### src/rtl/prog_ram_loader.sv
module prog_ram_loader #(
  parameter int DEPTH     = 128,
  parameter int XFER_W    = 24,
  parameter int INSTR_W   = 20,
  parameter int VEC_WORDS = 10,
  localparam int AW = $clog2(DEPTH),
  localparam int CW = $clog2(DEPTH + 1)
) (
  input  logic               clk,
  input  logic               rst_n,
  input  logic               ctl_we,
  input  logic               ctl_boot,
  input  logic               ctl_srst,
  input  logic               wr_valid,
  input  logic [XFER_W-1:0]  wr_data,
  input  logic               fetch_req,
  input  logic [AW-1:0]      fetch_addr,
  output logic               fetch_valid,
  output logic [INSTR_W-1:0] fetch_data,
  output logic               boot_active,
  output logic               core_run,
  output logic               boot_done,
  output logic               vec_ready,
  output logic               overflow,
  output logic [CW-1:0]      load_count
);

  logic               boot_q, srst_q, done_q, ovf_q, fv_q;
  logic [CW-1:0]      ptr_q;
  logic [INSTR_W-1:0] fd_q;
  logic [INSTR_W-1:0] mem [DEPTH];
  logic               enter, wr_take, wr_full, serve;
  logic               unused_hi;

  assign boot_active = boot_q & srst_q;
  assign core_run    = ~srst_q;
  assign enter       = ctl_we & ctl_boot & ctl_srst & ~boot_active;
  assign wr_full     = (ptr_q == CW'(DEPTH));
  assign wr_take     = boot_active & wr_valid & ~wr_full;
  assign serve       = fetch_req & core_run;
  assign unused_hi   = ^wr_data[XFER_W-1:INSTR_W];

  always_ff @(posedge clk or negedge rst_n) begin
    if (!rst_n) begin
      boot_q <= 1'b0;
      srst_q <= 1'b1;
      done_q <= 1'b0;
    end else begin
      done_q <= ctl_we & ~ctl_srst & boot_active;
      if (ctl_we) begin
        boot_q <= ctl_boot;
        srst_q <= ctl_srst;
      end
    end
  end

  always_ff @(posedge clk or negedge rst_n) begin
    if (!rst_n) begin
      ptr_q <= '0;
      ovf_q <= 1'b0;
    end else if (enter) begin
      ptr_q <= '0;
      ovf_q <= 1'b0;
    end else if (boot_active && wr_valid) begin
      if (wr_full) ovf_q <= 1'b1;
      else         ptr_q <= ptr_q + 1'b1;
    end
  end

  always_ff @(posedge clk) begin
    if (wr_take) mem[ptr_q[AW-1:0]] <= wr_data[INSTR_W-1:0];
  end

  always_ff @(posedge clk or negedge rst_n) begin
    if (!rst_n) begin
      fv_q <= 1'b0;
      fd_q <= '0;
    end else begin
      fv_q <= serve;
      fd_q <= serve ? mem[fetch_addr] : '0;
    end
  end

  assign fetch_valid = fv_q;
  assign fetch_data  = fd_q;
  assign boot_done   = done_q;
  assign overflow    = ovf_q;
  assign load_count  = ptr_q;
  assign vec_ready   = (ptr_q >= CW'(VEC_WORDS));

endmodule

### config.mk
export PLATFORM = sky130hd
export DESIGN_NAME = prog_ram_loader
export DESIGN_NICKNAME = d
export VERILOG_FILES = /design/src/rtl/prog_ram_loader.sv
export SDC_FILE = /design/constraint.sdc
export NUM_CORES = 2
export LEC_CHECK = 0
export BUFFER_PORTS_ARGS = -buffer_cell sky130_fd_sc_hd__buf_2
export CORE_UTILIZATION = 60
export CTS_BUF_LIST = sky130_fd_sc_hd__clkbuf_8 sky130_fd_sc_hd__clkbuf_16
export DETAILED_ROUTE_END_ITERATION = 16
export PLACE_DENSITY = 0.76
export SLEW_MARGIN = 10
export SYNTH_ARGS = -nofsm -noshare
export SYNTH_HDL_FRONTEND = slang
export SYNTH_SLANG_ARGS = --single-unit
### constraint.sdc
create_clock -name clk -period 3.62 [get_ports clk]
set_input_delay 0.362 -clock clk [delete_from_list [all_inputs] [get_ports clk]]
set_output_delay 0.362 -clock clk [all_outputs]
set_load 0.02 [all_outputs]
## Word-level counts from Yosys, hierarchy flattened

Memories as Yosys holds them, arrays and structs flattened.
Index checks and enable logic that the tools add are counted.

| storage, ports and cells | value |
|---|---|
| output and inout port bits | 34 |
| bits in writable memories | 2560 |
| memories kept | 1 |
| input bits | 38 |
| bits in registers | 33 |

| cells by class | value |
|---|---|
| muxes and demuxes | 9 |
| reduce and logical (&&, ||, !) cells | 5 |
| bitwise gates (word level) | 13 |
| eq/ne operators | 2 |
| add/subtract/negate cells | 1 |
| $lt $le $gt $ge | 1 |

Memories:

| name | words | width | rd ports | clocked after memory_dff | write ports | line | text |
|---|---|---|---|---|---|---|---|
| mem | 128 | 20 | 1 | 0 | 1 | 31 | `logic [INSTR_W-1:0] mem [DEPTH];` |

Operators with widths:

| kind | number |
|---|---|
| 8-bit 2-to-1 mux | 3 |
| 20-bit 2-to-1 mux | 1 |
| 1-bit AND | 9 |
| 8-bit by 1-bit adder with 8-bit output (second input constant) | 1 |
| 8-bit == test (second input constant) | 1 |
| 8-bit by 4-bit greater-or-equal comparator with 1-bit output (second input constant) | 1 |
| 1-bit 2-to-1 mux | 5 |
| 1-bit NOT | 4 |
| 2-bit AND reduction | 2 |
| 2-bit nonzero test | 2 |
| 2-bit != test (second input constant) | 1 |
| 1-bit logical AND | 1 |

## Longest topological paths before layout

| depth | value |
|---|---|
| depth in word-level cells | 5 |
| gate-level depth with buffers | 9 |
| depth with buffers taken out | 7 |

## Worst setup path before layout

Ideal clock, no wire load.

| path | value |
|---|---|
| path kind | reg-to-reg |
| start point | register ptr_q[1] (netlist: load_count[1]) |
| end point | memory mem[91][0], enable pin |
| required time | 3.223 ns |
| stages on the path, launching flop included | 10 |
| path slack | 0.595 ns |
| data arrival time | 2.628 ns |
| period minus slack after synthesis | 3.025 ns |
| library setup time | 0.397 ns |
| path through | dfrtp_1 clkbuf_1 inv_1 ha_1 nand2_1 nor2_1 nor3_2 nand3_1 buf_2 nor2_1 |

| on the way | value |
|---|---|
| word-level cells in the longest chain between the ends | 5 |

Ends and longest elaborated chain:

| element | line | text |
|---|---|---|
| start, declared | 29 | `logic [CW-1:0] ptr_q;` |
| start signal, assigned | 66 | `else ptr_q <= ptr_q + 1'b1;` |
| 8-bit == test | 38 | `assign wr_full = (ptr_q == CW'(DEPTH));` |
| 1-bit NOT | 39 | `assign wr_take = boot_active & wr_valid & ~wr_full;` |
| 1-bit AND | 39 |  |
| 1-bit 2-to-1 mux | 71 | `if (wr_take) mem[ptr_q[AW-1:0]] <= wr_data[INSTR_W-1:0];` |
| 1-bit 2-to-1 mux (not written as such) | 71 |  |
| end, declared | 31 |  |

Parallel ways exist; a longest one is shown, timed or not.

## Worst setup path after layout

| path | value |
|---|---|
| start point | register ptr_q[0] (netlist: load_count[0]) |
| end point | memory mem[51][4], enable pin |

The elaborated chain is that of the path after synthesis.

==> results.json <==
{
  "postRouteAntennaNets": 0,
  "worst_pin_slew_ps": 1280,
  "critPathMaxFanout": 16,
  "power_frac_seq_pct": 54.2,
  "synthDistinctLibCells": 42,
  "whs_path_depth": 1,
  "use_met3_pct": 6.89,
  "power.switching_w": 0.0130,
  "synth_edf_count": 2560,
  "synth-compound-area-share_pct": 2.92,
  "drc_errors": 0,
  "met1_usage_pct": 41.5,
  "wirelength_um": 246000,
  "switching_share_pct": 21.3,
  "portBuffers": 67,
  "final_nets": 4956,
  "grt_max_degree": 129,
  "power_w": 0.0612,
  "fin_crit_ps": 3170,
  "cts_htree_levels": 4,
  "drt_pre_antenna_iters": 5,
  "drtIter0Drc": 7012,
  "core_mm2": 0.163,
  "hold_path_class": "input pin to register",
  "clockRootBuffer": "clkbuf_16",
  "status": "finished clean",
  "maxSlewViolCount": 0,
  "cp_data_arrival_time_ps": 3740,
  "timing.rr.end": "mem[51][4]",
  "grt_pass1_wl_um": 351000,
  "clock_latency_ps": 900,
  "fin_setup_tns_ps": 0,
  "use_met2_pct": 46.1,
  "rrSetupSlack_ps": 450,
  "die_area_mm2": 0.167,
  "endpoint_kind": "register",
  "worst_slack_ps": 452,
  "powerDensity_mw_per_mm2": 545,
  "synth_xor_area_share_pct": 0.0354,
  "worstPathCellList": "inv_1 > ha_1 > nand2_1 > nor2_1 > nor3_2 > nand3_1 > buf_4 > nor2_2 > buf_4",
  "synth_nets": 4578,
  "die_h_um": 408,
  "cap_violations": 0,
  "r2r-start": "load_count[0]",
  "hp-start": "wr_data[18]",
  "post_cts_buffers": 0,
  "grt_busiest_layer": "met2",
  "fin_util_pct": 68.7,
  "finalCritPeriodShare_pct": 87.5,
  "grt_antenna_before_repair": 11,
  "top_level_ports": 72,
  "vias": 49400,
  "start_kind": "register",
  "grt_pass1_vias": 49300,
  "place_congestion": 0.885,
  "synthCells": 4537,
  "tritoncts": "done",
  "rows": 148,
  "yosys.area_share.adder_pct": 0.0379,
  "power.clock.fraction_pct": 41.1,
  "cts_max_path_buffers": 3,
  "clkTransAtPathRegs_ps": 60,
  "die_w_um": 408,
  "reg2reg_depth": 9,
  "pre_cts_slack_ps": 327,
  "ys.flop_type": "edfxtp_1",
  "track_usage_pct": 29.7,
  "synth_area_mm2": 0.0991,
  "cp_common_cell": "buf_4",
  "clock_skew_ps": 58.5,
  "p_leak_nw": 36.1,
  "start_util_pct": 60.7,
  "cts_made_buffers": 237,
  "critPathMaxStageDelay_ps": 580,
  "ir_drop_mv": 0.611,
  "synth_mux_area_share_pct": 15.4,
  "post_cts_resize_count": 0,
  "synth_top_family_by_area": "multiplexers",
  "diodes": 0,
  "hold_path_end": "mem[65][18]",
  "post_route_cells_drive_above_1_share_pct": 29.7,
  "seq_area_frac_synth_pct": 78.4,
  "combinationalPowerShare_pct": 4.7,
  "n_fill_cell": 9504,
  "final-hold-violation-count": 0,
  "crit_type": "register to register",
  "cp_slowest_cell": "dfrtp_1",
  "async_flop_share_pct": 1.27,
  "ys_seq_elements": 2593,
  "fmax_mhz": 316,
  "p_int_w": 0.0482,
  "synthSimpleGateAreaFrac_pct": 1.86,
  "required_ps": 4190,
  "gr-total-overflow": 0,
  "area_growth_pct": 13.3,
  "finalSetupViolCount": 0,
  "via_per_inst": 6.77,
  "dpl.hpwl_um": 139000,
  "clkSinkCount": 2593,
  "wl_per_cell_um": 33.7,
  "postSynthAreaPerCell_um2": 21.8,
  "slew_headroom_pct": 14.5,
  "rsz0062_at_grt": "no",
  "ys_warn_count": 0
}
==> logic make-up after synthesis <==
group / Yosys count
AO/OA/AOI/OAI: 410
XOR/XNOR: 4
adder cells (fa/ha/maj): 3
buffers and inverters: 260
flip-flops: 2593
multiplexers: 862
AND/OR/NAND/NOR: 405
==> power groups by stage <==
stage                     Sequential, W  Clock [W]  Combinational [W]
after floorplan                  0.0338          0            0.00146
after global placement           0.0338          0            0.00273
after detailed placement         0.0338          0            0.00280
after CTS                        0.0331     0.0253            0.00284
after global routing             0.0331     0.0264            0.00299
final                            0.0332     0.0251            0.00286
==> stage by stage <==
step	hold WS [ps]	instance area [um^2]	std cells
4_1_cts	10.1	112000	7301
2_1_floorplan	66.4	99100	4537
3_3_place_gp	500	104000	6841
3_5_place_dp	489	104000	6841
6_report	55.2	112000	7301
5_1_grt	72.7	112000	7301
==> sequential cells by signal (all words and copies together), names as in the netlist <==
register / flops
overflow: 1
mem: 2560
boot_done: 1
load_count: 8
fetch_valid: 1
fetch_data: 20
srst_q: 1
boot_q: 1
==> area by class of cell <==
cell class	instances	area (um^2)	share of cell area [%]
timing repair buffer	395	3460	3.08
sequential	2593	77700	69.2
inverter	4	15.0	0.0134
clock inverter	205	1880	1.67
clock buffer	245	6060	5.40
tap	2175	2720	2.42
multi-input combinational	1684	20400	18.2
==> timing repair <==
action	4_1_cts	5_1_grt
hold endpoints to repair	69	0
endpoints found under the setup margin	0	0
hold buffers	10	0
==> worst max-delay path, delay by kind of cell (launching register included) <==
kind,cells,cell delay (ps)
flops,1,580
simple gates,5,1190
fa+ha+maj,1,230
buf+inv,3,780
==> Yosys cell counts (9+ instances only) <==
master / instances / area, um^2
nor2_1: 207 / 777
o31ai_1: 21 / 158
buf_4: 29 / 218
nor3_1: 60 / 300
buf_6: 10 / 113
a22oi_1: 140 / 1050
mux2_2: 121 / 1360
nand4_1: 21 / 131
a22o_1: 40 / 350
dfrtp_1: 32 / 801
buf_2: 116 / 581
a211oi_1: 20 / 150
o22ai_1: 120 / 751
nand2_1: 43 / 161
mux2i_1: 221 / 2210
nand3_1: 16 / 80.1
a21oi_1: 44 / 220
edfxtp_1: 2560 / 76900
mux4_2: 520 / 11700
buf_1: 9 / 33.8
nor2b_1: 30 / 188
clkbuf_1: 92 / 345
a2111oi_0: 20 / 175
==> worst max-delay path by stage <==
| stage | start | depth (start not counted) | slack (ps) | endpoint |
|---|---|---|---|---|
| after floorplan | load_count[1] | 9 | 600 | mem[91][0] |
| after global placement | fetch_addr[0] | 8 | 360 | fetch_data[14] |
| after detailed placement | fetch_addr[0] | 8 | 330 | fetch_data[14] |
| after CTS | load_count[0] | 9 | 530 | mem[51][4] |
| after global routing | load_count[0] | 9 | 290 | mem[51][0] |
| final | load_count[0] | 9 | 450 | mem[51][4] |
==> layer usage <==
metal  share of wire, %  wire length, um
met5              0.017               42
met4                4.2            10300
met3                 12            29300
met2                 48           117000
met1                 36            88700
==> placed cells by master (no fill, tap or decap), types with 77 or more instances in the layout <==
master     count
o22ai_1      120
nor2_2       130
mux4_2       520
mux2i_1      221
clkbuf_16    239
edfxtp_1    2560
nor2_1        77
buf_4        295
mux2_2       121
a22oi_1      140
No activity file was read; power rests on OpenSTA's default activity.
